$ cat src/rtl/bidirLatchXcvr_pkg.sv
package bidirLatchXcvr_pkg;

  // Per-lane strobes passed from the control logic to the datapath
  typedef struct packed {
    logic abLoad;
    logic abDrive;
    logic baLoad;
    logic baDrive;
  } laneStrobe_t;

endpackage

$ cat src/rtl/latchBank.sv
// One storage bank for one lane and one direction
module latchBank #(
  parameter int WIDTH = 8
) (
  input  logic             clk,
  input  logic             rstN,
  input  logic             load,
  input  logic [WIDTH-1:0] dIn,
  output logic [WIDTH-1:0] qOut
);

  logic [WIDTH-1:0] store;

  always_ff @(posedge clk or negedge rstN) begin
    if (!rstN) begin
      store <= '0;
    end else if (load) begin
      store <= dIn;
    end
  end

  assign qOut = store;

endmodule

$ cat src/rtl/xcvrCtrl.sv
// Decodes the active-low controls into per-lane strobes
module xcvrCtrl
  import bidirLatchXcvr_pkg::*;
#(
  parameter int LANES = 2
) (
  input  logic                    rstN,
  input  logic [LANES-1:0]        abCeN,
  input  logic [LANES-1:0]        abLeN,
  input  logic [LANES-1:0]        abOeN,
  input  logic [LANES-1:0]        baCeN,
  input  logic [LANES-1:0]        baLeN,
  input  logic [LANES-1:0]        baOeN,
  output laneStrobe_t [LANES-1:0] strobes
);

  for (genvar h = 0; h < LANES; h++) begin : g_lane
    always_comb begin
      strobes[h].abLoad  = ~abCeN[h] & ~abLeN[h];
      strobes[h].abDrive = rstN & ~abCeN[h] & ~abOeN[h];
      strobes[h].baLoad  = ~baCeN[h] & ~baLeN[h];
      strobes[h].baDrive = rstN & ~baCeN[h] & ~baOeN[h];
    end
  end

endmodule

$ cat src/rtl/xcvrDatapath.sv
// Holds the two storage banks for every lane
module xcvrDatapath
  import bidirLatchXcvr_pkg::*;
#(
  parameter int LANES  = 2,
  parameter int LANE_W = 8,
  localparam int BUS_W = LANES * LANE_W
) (
  input  logic                    clk,
  input  logic                    rstN,
  input  laneStrobe_t [LANES-1:0] strobes,
  input  logic [BUS_W-1:0]        aIn,
  input  logic [BUS_W-1:0]        bIn,
  output logic [BUS_W-1:0]        bOut,
  output logic [LANES-1:0]        bDrvEn,
  output logic [BUS_W-1:0]        aOut,
  output logic [LANES-1:0]        aDrvEn
);

  for (genvar h = 0; h < LANES; h++) begin : g_lane
    latchBank #(.WIDTH(LANE_W)) abBank_i (
      .clk  (clk),
      .rstN (rstN),
      .load (strobes[h].abLoad),
      .dIn  (aIn[h*LANE_W +: LANE_W]),
      .qOut (bOut[h*LANE_W +: LANE_W])
    );

    latchBank #(.WIDTH(LANE_W)) baBank_i (
      .clk  (clk),
      .rstN (rstN),
      .load (strobes[h].baLoad),
      .dIn  (bIn[h*LANE_W +: LANE_W]),
      .qOut (aOut[h*LANE_W +: LANE_W])
    );

    assign bDrvEn[h] = strobes[h].abDrive;
    assign aDrvEn[h] = strobes[h].baDrive;
  end

endmodule

$ cat src/rtl/bidirLatchXcvr.sv
module bidirLatchXcvr
  import bidirLatchXcvr_pkg::*;
#(
  parameter int LANES  = 2,
  parameter int LANE_W = 8,
  localparam int BUS_W = LANES * LANE_W
) (
  input  logic             clk,
  input  logic             rstN,
  input  logic [BUS_W-1:0] aIn,
  input  logic [BUS_W-1:0] bIn,
  input  logic [LANES-1:0] abCeN,
  input  logic [LANES-1:0] abLeN,
  input  logic [LANES-1:0] abOeN,
  input  logic [LANES-1:0] baCeN,
  input  logic [LANES-1:0] baLeN,
  input  logic [LANES-1:0] baOeN,
  output logic [BUS_W-1:0] bOut,
  output logic [LANES-1:0] bDrvEn,
  output logic [BUS_W-1:0] aOut,
  output logic [LANES-1:0] aDrvEn
);

  laneStrobe_t [LANES-1:0] strobes;

  xcvrCtrl #(.LANES(LANES)) ctrl_i (
    .rstN    (rstN),
    .abCeN   (abCeN),
    .abLeN   (abLeN),
    .abOeN   (abOeN),
    .baCeN   (baCeN),
    .baLeN   (baLeN),
    .baOeN   (baOeN),
    .strobes (strobes)
  );

  xcvrDatapath #(.LANES(LANES), .LANE_W(LANE_W)) dp_i (
    .clk     (clk),
    .rstN    (rstN),
    .strobes (strobes),
    .aIn     (aIn),
    .bIn     (bIn),
    .bOut    (bOut),
    .bDrvEn  (bDrvEn),
    .aOut    (aOut),
    .aDrvEn  (aDrvEn)
  );

endmodule

$ cat config.mk
export PLATFORM = sky130hd
export DESIGN_NAME = bidirLatchXcvr
export DESIGN_NICKNAME = d
export VERILOG_FILES = /design/src/rtl/bidirLatchXcvr_pkg.sv /design/src/rtl/latchBank.sv /design/src/rtl/xcvrCtrl.sv /design/src/rtl/xcvrDatapath.sv /design/src/rtl/bidirLatchXcvr.sv
export SDC_FILE = /design/constraint.sdc
export NUM_CORES = 1
export LEC_CHECK = 0
export BUFFER_PORTS_ARGS = -buffer_cell sky130_fd_sc_hd__buf_2
export CAP_MARGIN = 20
export CORE_MARGIN = 2
export CORE_UTILIZATION = 35
export CTS_BUF_LIST = sky130_fd_sc_hd__clkbuf_8
export CTS_CLUSTER_DIAMETER = 40
export DETAILED_ROUTE_END_ITERATION = 6
export PLACE_DENSITY = 0.67
export SYNTH_ARGS = -nofsm -noshare
export SYNTH_HDL_FRONTEND = slang
export SYNTH_HIERARCHICAL = 1
export SYNTH_SLANG_ARGS = --single-unit
$ cat constraint.sdc
create_clock -name clk -period 0.8 [get_ports clk]
set_input_delay 0.04 -clock clk [delete_from_list [all_inputs] [get_ports clk]]
set_output_delay 0.04 -clock clk [all_outputs]
set_load 0.1 [all_outputs]
# After elaboration in Yosys (flattened, before gate mapping)
# Index checks and enable logic that the tools add are counted.
# word_totals
regBits	32
in_bits	46
# op_classes
bitwise	24
# ops
op	count
bitwise AND 1 bit	12
inverter 1 bit	12

# Longest topological paths before layout
# Gate-level depths: netlist of run 1.
# depth
ltp_word	3
mapped_depth	3
ltp_nobuf	2

# Modules after synthesis
# Netlist of run 1, hierarchy kept.
# modules_own_cells
module	cells_each	area_each_um2	seq_area_each_um2	instances
latchBank	17	331.6	200.2	4
xcvrCtrl	8	65.1	0.0	1
xcvrDatapath	4	30.0	0.0	1

# Worst setup path after synthesis of run 1
# OpenSTA, ideal clock, no wires.
# synth_path
path_kind	register to register
startpoint	reg, netlist name dp_i/g_lane[0].abBank_i/qOut[0]
endpoint	reg dp_i.g_lane[0].abBank_i.store[0]
t_required_ns	0.674
setup_time_ns	0.126
setup_slack_ns	-0.458
t_arrival_ns	1.132
synth_period_minus_slack_ns	1.258
path_buffers	0
path_stages_with_launch	2
cell_sequence	dfrtp_1 > mux2_4
# synth_lines
item	line	rtl
end signal: assignment	latchBank.sv:18	store <= dIn;
end: declaration	latchBank.sv:12	logic [WIDTH-1:0] store;

# Worst setup path after layout of run 1
# layout_path
startpoint	reg dp_i.g_lane[0].baBank_i.store[2]
endpoint	out aOut[2]
# layout_lines
item	line	rtl
start: declaration	latchBank.sv:12	
start signal: assignment	latchBank.sv:18	
end: declaration	bidirLatchXcvr.sv:20	output logic [BUS_W-1:0] aOut,
# No word-level cell between the ends.

==> results of run 1 <==
## sequential cells by signal, summed over array words and instances, names as in the netlist
signal,count
dp_i/g_lane.baBank_i/qOut,16
dp_i/g_lane.abBank_i/qOut,16
## what timing repair did
item                                   in CTS  in global routing
setup endpoints to repair                  64                 65
hold buffers                                8                  6
resized for setup                          36                  5
endpoints found under the hold margin      39                  6
cloned                                      0                  0
buffers inserted                            5                  4
## final cells by class
type	count	area, um^2	share of cell area
Timing Repair Buffer	147	1630	0.500
Sequential cell	32	921	0.283
Multi-Input combinational cell	40	552	0.170
Clock buffer	6	82.6	0.0254
Tap cell	50	62.6	0.0192
Clock inverter	2	10.0	0.00308
## metal layers
metal  GRT usage  vias to the layer above
met2       0.335                       46
met4      0.0281                        0
met3      0.0683                        2
met5           0                        -
met1       0.211                      590
li1            -                      560
## cell families (layout without fill, tap and decap cells)
logic type,count (synthesis),in the layout,share of synthesized area
muxes,32,32,0.338
and+or+nand+nor,8,8,0.0458
DFF,32,32,0.563
buffers and inverters,8,155,0.0528
## path summary, 6_finish.rpt
path	startpoint	end	slack [ns]	depth (start not counted)
max in group asynchronous	rstN	dp_i/g_lane[1].baBank_i/qOut[5]	0.20	3
min in group asynchronous	rstN	dp_i/g_lane[0].baBank_i/qOut[7]	0.40	3
hold / removal	bIn[4]	dp_i/g_lane[0].baBank_i/qOut[4]	0.003	2
setup / recovery	dp_i/g_lane[0].baBank_i/qOut[2]	aOut[2]	-0.28	2
hold reg to reg	dp_i/g_lane[0].abBank_i/qOut[6]	dp_i/g_lane[0].abBank_i/qOut[6]	0.58	1
setup reg to reg	dp_i/g_lane[1].baBank_i/qOut[7]	dp_i/g_lane[1].baBank_i/qOut[7]	-0.18	2
## worst max-delay path, delay by kind of cell, from the launching register on
kind                   cells  cell delay, ns
buffers and inverters      2            0.28
flip-flops                 1            0.49
## metrics by stage
stage | hold WS, ns | util
CTS | 0.000312 | 0.797
global placement | 0.0840 | 0.710
floorplan | -0.256 | -
global route | 0.000481 | 0.825
detailed placement | 0.0939 | 0.710
finish | 0.00340 | 0.825
## power groups by stage
stage / Sequential (W) / Clock, W / Combinational, W
floorplan: 0.00398 / 0 / 0.000511
global placement: 0.00218 / 0 / 0.00404
detailed placement: 0.00220 / 0 / 0.00409
CTS: 0.00222 / 0.00126 / 0.00435
global route: 0.00226 / 0.00135 / 0.00455
finish: 0.00223 / 0.00123 / 0.00442
## cell usage after synthesis (all sizes together)
master / instances
nor3b: 4
nor2: 4
buf: 8
dfrtp: 32
mux2: 32
## cells in the final DEF, fill, tap and decap left out
| cell type | count |
|---|---|
| buf_2 | 45 |
| buf_6 | 40 |
| buf_12 | 36 |
| mux2_4 | 32 |
| dfrtp_4 | 32 |
| dlygate4sd3_1 | 14 |
| buf_4 | 12 |
| clkbuf_8 | 6 |
| nor2_1 | 4 |
| nor3b_2 | 3 |
| clkinv_2 | 2 |
| nor3b_4 | 1 |
==> results.md, run 1 <==
Synth:
- Summed over all instances, the cell type with the most area after synthesis is dfrtp_1.
- The synthesized area is 1420 um^2.
- The cell count after synthesis is 80.
- The fraction of the yosys area taken by sequential cells is 0.563.
- Counting distinct cell types in the post-synthesis netlist gives 6.
- The number of warning messages in the yosys log is 6.
- The share of synthesized area in the top cell type comes to 0.563.
- When the netlist entered floorplanning its net count stood at 126.
- The mean post-synth cell area is 17.8 um^2.
- Yosys attributes the largest share of cell area to dfrtp_1, mux2_4, nor3b_2, buf_6, buf_4.
- Counting flops and latches in the post-synthesis netlist gives 32.

Clock tree:
- After clock tree synthesis, the clock-pin slew on the worst setup and hold paths is 0.06 ns.
- The tree built by TritonCTS fans out to 32 sinks.
- Counting along the longest clock path gives a buffer depth of 2.
- The later pin in the worst-skew pair is clocked with a latency of 0.27 ns.
- CTS built an H-tree with a depth of 2.
- TritonCTS built the clock tree.
- The number of buffers inserted during clock tree synthesis is 5.
- The root buffer cell is clkbuf_8.

Routing:
- The total via count after detailed routing is 1198.
- The post-route antenna net violation count is 0.
- The detailed router finished its first iteration with 29 violations.
- The DRC violation count after routing is 0.
- The detailed-routing wirelength on met1 is 1.54 mm.
- The number of search-and-repair iterations in the first detailed-routing pass is 2.
- The total wire length after detailed routing is 4.10 mm.
- The number of vias per cell after detailed routing is 4.32.
- Dividing the detail-routed wire length by the instance count gives 14.8 um.
- The routed length on met3 is 240 um.
- The met2 layer wire length in the routed design is 2.32 mm.
- The top routing layer in use is met4.

Floorplanning:
- The overall die area is 4590 um^2.
- For this configuration, the core starts out at a cell density of 0.361.
- The core region is 3940 um^2.
- The die is 67.7 um wide.
- The count of pins on the block boundary is 82.
- From bottom edge to top edge, the die measures 67.7 um.
- In this run the core area contains 23 standard-cell rows.

GRT:
- The total routing resource utilization after global routing is 0.185.
- The number of antenna violations at the first check in global routing came to 0.
- The first-pass GRT wire length is 6.19 mm.
- For this run the aggregate overflow at the end of global routing stands at 0.
- The via count of the first global-routing pass was 1329.
- The maximum number of pins on one net before global-route repair is 13.

Final layout:
- The total inserted antenna cells is 0.
- The final net count is 272.
- The final cell count without fillers is 277.
- The share of final-layout standard cells stronger than drive strength 1 is 0.921.
- The layout filler cell count is 205.
- Once layout is done, the placed cells without fillers occupy 3250 um^2.
- Compared with the post-synthesis result, the final layout area differs by 129%.

Worst hold path:
- The tightest min-delay check is of the in -> reg type.

STA:
- For the pin with the worst max-slew slack, the measured transition is 0.234 ns.
- The final count of hold timing violations is 0.
- Measured against its own limit, the worst slew margin works out to 0.843.
- The post-layout minimum cycle time is 1.08 ns.
- Setup slack on the critical path of the routed design comes to -0.278 ns.
- The setup TNS after final layout is -11.50 ns.
- The final max-slew violation count is 0.
- The maximum clock rate is 928 MHz.
- The portion of the clock cycle consumed by the worst path in the final layout is 1.35.
- Setup repair after global routing could not meet its margin everywhere.
- The largest clock skew in the final design is 0 ns.
- The number of endpoints failing setup at the final stage is 64.

Placement:
- The number of placed cells counting well taps is 246.
- The HPWL reported at the end of detailed placement is 2.92 mm.
- Input and output buffers added on the ports amount to 81.
- Before CTS, the worst setup slack after placement is -0.134 ns.
- After detailed placement, the total cell area comes to 2800 um^2.
- Routability-driven placement finished with a final weighted congestion of 0.653.

Power and ir drop:
- Of the total power, combinational logic draws 0.561.
- The internal portion of the total power is 0.00471 W.
- The fraction of power consumed by the clock network is 0.157.
- The analysis attributes to net switching a power of 0.00318 W.
- In this run the static leakage power is 1.53 nW.
- The total power divided by cell area is 2420 nW/um^2.
- Of the total power, registers draw 0.283.
- The worst-case IR drop observed on VDD is 1.90 mV.
- The net switching fraction of the power is 0.403.
- After layout, the design draws a total of 0.00789 W.

Critical path:
- Of all nets on the critical path, the largest fanout is 2.
- The longest individual stage delay on the worst path is 0.49 ns.
- For this design, the slowest cell found on the critical path is dfrtp_4.
- STA classifies the critical path startpoint as a register.
- The critical path goes through buf_6 > buf_12.
- STA puts the critical path data arrival time at 1.04 ns.
- By startpoint and endpoint, the worst setup path is classified as reg -> out.
- The sort of element at the end of the critical path is an output pin.
- Data on the critical path is required at its endpoint by 0.76 ns.

Run status:
- The flow ran to the end, but the final reports show violations.
- The checks that failed: negative setup slack.

Job:
- The number of maximum-capacitance violations is 0.
Note: power is estimated with default switching activity, not from simulation.
==> run 2: changes to the inputs <==
Settings changed: CORE_UTILIZATION 35 to 40, PLACE_DENSITY 0.67 to 0.75.
==> run 2 against run 1 <==
Effect of this change:
- the run now fails in global routing (5_1_grt)
- synthesized cell count stayed put
- synthesized area stayed put
==> results.md, run 2 <==
Floorplanning:
- The count of pins on the block boundary is 82.
- The floorplan die width is 63.6 um.
- The number of standard-cell rows in the floorplan is 21.
- The initial utilization of the core area, before any placement, comes to 0.423.
- The floorplan step set the die height to 63.6 um.

Synth:
- The mean post-synth cell area is 17.8 um^2.
- The post-synthesis cell type with the largest combined area is dfrtp_1.
- Yosys attributes the largest share of cell area to dfrtp_1, mux2_4, nor3b_2, buf_6, buf_4.
- The number of warning messages in the yosys log is 6.
- After synthesis the cells add up to 1420 um^2.
- The most used flip-flop cell after synthesis is dfrtp_1.
- The number of library cell types mapped by synthesis is 6.
- The synthesized design contains 32 register bits.
- After technology mapping, the gate count stands at 80.
- The share of flip-flops with an asynchronous set or reset after synthesis is 1.00.
- The fraction of the yosys area taken by sequential cells is 0.563.
- The net count after synthesis is 126.
- The area fraction of the dominant cell type after synthesis is 0.563.
- In this run, synthesis inferred 0 flip-flops with an integrated enable.
- In the synthesized netlist, the cells that appear most often are dfrtp_1, mux2_4.

STA:
- The category of the worst endpoint is a top-level output.
- Once global-route timing repair stopped, the endpoint with the least setup slack was aOut[12].

Run status:
- The first error in the log reads "[ERROR DPL-0033] detailed placement checks failed during check placement".
- The flow did not finish.
- The stage where the flow stopped is global routing (5_1_grt).

Placement:
- The HPWL after detailed placement is 3.34 mm.
- The global placer's final weighted congestion is 0.820.
- The number of buffers added on ports is 81.
- The post-place instance area is 2800 um^2.

Clock tree:
- The clock net in this run drives a total of 32 sinks.
- Clock tree synthesis inserted a total of 5 buffers.
- The clock tree buffer depth is 2.
- The root buffer cell is clkbuf_8.
- The total number of H-tree levels is 2.

GRT:
- The number of antenna violations at the first check in global routing was 2.
- The maximum number of pins on one net before global-route repair is 15.
run 2: cell families after synthesis:
kind of cell	Yosys count	share of synthesized area
buffers and inverters	8	0.0528
flip-flops	32	0.563
multiplexers	32	0.338
AND/OR/NAND/NOR	8	0.0458
run 2: repair_timing:
action	CTS
setup buffers	5
resized for setup	37
endpoints found under the hold margin	39
setup endpoints to repair	65
hold buffers	8
run 2: metrics by stage:
step | cells | setup TNS, ns | setup WS, ns | util | hold WS [ns]
2_1_floorplan | 80 | -7.26 | -0.227 | - | -0.256
3_3_place_gp | 243 | -2.01 | -0.0846 | 0.833 | 0.0583
3_5_place_dp | 243 | -3.90 | -0.153 | 0.833 | 0.0498
4_1_cts | 263 | -11.35 | -0.288 | 0.938 | 0.000326
==> run 3: changes to the inputs <==
Settings changed: CORE_UTILIZATION 40 to 34, CTS_BUF_LIST sky130_fd_sc_hd__clkbuf_8 to not set, CTS_CLUSTER_DIAMETER 40 to not set, PLACE_DENSITY 0.75 to not set, PLACE_DENSITY_LB_ADDON set to 0.15.
Clock period 0.8 ns to 1 ns, I/O delays scaled along.
==> run 3 against run 2 <==
Effect of this change:
- the run now ends clean
==> results.md, run 3 (same netlist as run 1, synthesis figures left out) <==
Power and ir drop:
- Summing internal, switching and leakage power gives 0.00572 W.
- Across the VDD grid, the largest voltage drop is 1.11 mV.
- For this design the static power due to leakage is 1.26 nW.
- The total power divided by cell area is 2080 nW/um^2.

Final layout:
- Of the cells placed in the final design, the portion with a size suffix greater than 1 is 0.901.
- The total inserted antenna cells is 0.
- Compared with the post-synthesis result, the final layout area differs by 93.7%.
- In the layout the commonest cells are buf_2, buf_12, mux2_4, dfrtp_4, dlygate4sd3_1.
- Leaving out fill and tap cells, the most frequent cell in the layout is buf_2.
- The final cell count without fillers is 232.
- The final net count is 227.

Placement:
- The number of buffers added on ports is 81.
- The HPWL reported at the end of detailed placement is 2.59 mm.
- The global placer's final weighted congestion is 0.627.
- Once placement completed, the tool counted placed cells totaling 212.
- Before CTS, the worst setup slack after placement is 0.0859 ns.

Routing:
- The total wire length after detailed routing is 3.53 mm.
- The number of search-and-repair iterations in the first detailed-routing pass is 4.
- In the routed design, unresolved DRC markers number 0.
- The number of vias per cell after detailed routing is 4.44.
- The total via count after detailed routing is 1029.
- For this block, the initial DRC count from the detailed router was 27.
- In this run the remaining antenna-violating nets after routing total 0.
- Dividing the detail-routed wire length by the instance count gives 15.2 um.

Critical path:
- The startpoint kind of the worst setup timing path is a register.
- The setup slack on the worst flop-to-flop path is 0.11 ns.
- Data arrives at the worst endpoint at 0.95 ns.
- For the worst flop-to-flop path, the logic depth is 1.
- The critical path is of the reg -> out type.
- The total buffers and inverters traversed by the critical path is 1.
- Walking the worst path, the cells encountered are buf_12.
- The peak fanout along the critical path is 2.
- The data required time of the critical path is 0.95 ns.
- The depth of the critical timing path with buffers and inverters included is 1.
- The sort of element at the end of the critical path is an output pin.
- The cell type of the slowest stage on the worst timing path is dfrtp_4.
- On the worst path, the slowest cell contributes a delay of 0.50 ns.
- Broken down by cell family, the worst path's largest delay share belongs to flip-flops.

Worst hold path:
- The worst hold path belongs to the class in -> reg.
- Counting instances, the worst hold path has a depth of 2.

Clock tree:
- The clock drives 32 sinks.
- In this run the clock root is driven by a clkbuf_8.
- Clock latency on the worst-skew pair, taken at its later pin, is 0.27 ns.
- The clock-pin slew on the worst setup and hold paths is 0.06 ns.
- Clock tree synthesis inserted a total of 5 buffers.
- The longest clock path from root to sink contains 2 buffers.
- The total number of H-tree levels is 2.
- TritonCTS built the clock tree.

Floorplanning:
- The count of pins on the block boundary is 82.
- For this configuration, the core starts out at a cell density of 0.355.
- The core box area is 4000 um^2.
- In this run the core area contains 23 standard-cell rows.
- From left edge to right edge, the die measures 68.7 um.
- The overall die height is 68.7 um.
- The floorplan step defined a die boundary enclosing 4710 um^2.

STA:
- The portion of the clock cycle consumed by the worst path in the final layout is 0.999.
- The worst slew slack as a fraction of its limit is 0.815.
- At the pin with the least slew margin, the transition time is 0.276 ns.
- The clock arrives with 0 ns of skew.
- The maximum clock rate is 1000 MHz.
- The final count of hold timing violations is 0.
- Across all setup checks in the final design, the least slack found is 0.000720 ns.
- The worst-case hold slack is 0.00911 ns.
- The final max-slew violation count was 0.
- The number of endpoints failing setup at the final stage is 0.
- The post-layout minimum cycle time is 0.999 ns.
- Setup repair after global routing could not meet its margin everywhere.

GRT:
- The via count of the first global-routing pass came to 1053.
- Entering global routing, the biggest net connects 11 pins.
- The number of antenna violations at the first check in global routing is 0.
- After global routing the overflow that remains totals 0.
- The first global-routing pass estimated 5.14 mm of wire.
- In the global route stage, overall resource usage came out at 0.156.

Run status:
- The run finished with clean final reports.

Job:
- The number of maximum-capacitance violations is 0.
## run 3: timing repair
action,in CTS,in global routing
endpoints found under the hold margin,38,5
gates resized for setup,0,0
hold buffers,7,5
setup buffers,0,0
setup endpoints to repair,12,32
## run 3: stage by stage
step | area, um^2 | TNS, ns | utilization
floorplan | 1540 | -0.859 | -
global placement | 2540 | 0 | 0.636
detailed placement | 2540 | 0 | 0.636
CTS | 2700 | -0.0461 | 0.676
global route | 2750 | -0.412 | 0.688
finish | 2750 | 0 | 0.688
## run 3: area by class of cell
cell class	instances	area, um^2
fillers	277	1250
repair buffers	102	1130
flip-flops and latches	32	921
multi-input cells	40	546
clock buffers	8	90.1
well taps	50	62.6
## run 3: metal layers
metal	routed length (um)	GRT usage	vias up
met4	33	0.0825	0
met2	1850	0.243	54
li1	-	-	470
met5	0	0	-
met1	1350	0.185	501
met3	294	0.0617	4
## run 3: worst paths after layout
kind                                                       from                         endpoint
worst max register to register  dp_i/g_lane[0].abBank_i/qOut[0]  dp_i/g_lane[0].abBank_i/qOut[0]
worst min register to register  dp_i/g_lane[1].baBank_i/qOut[5]  dp_i/g_lane[1].baBank_i/qOut[5]
worst min-delay path                                    aIn[13]  dp_i/g_lane[1].abBank_i/qOut[5]
worst max-delay path            dp_i/g_lane[1].abBank_i/qOut[2]                         bOut[10]
min in group asynchronous                                  rstN  dp_i/g_lane[1].baBank_i/qOut[0]
max in group asynchronous                                  rstN  dp_i/g_lane[1].baBank_i/qOut[2]
## run 3: report_power, final
| group | internal [W] | leakage (nW) | switching, W |
|---|---|---|---|
| clock network | 0.000560 | 0.0455 | 0.000420 |
| logic | 0.00115 | 0.865 | 0.00174 |
| registers | 0.00162 | 0.346 | 0.000231 |
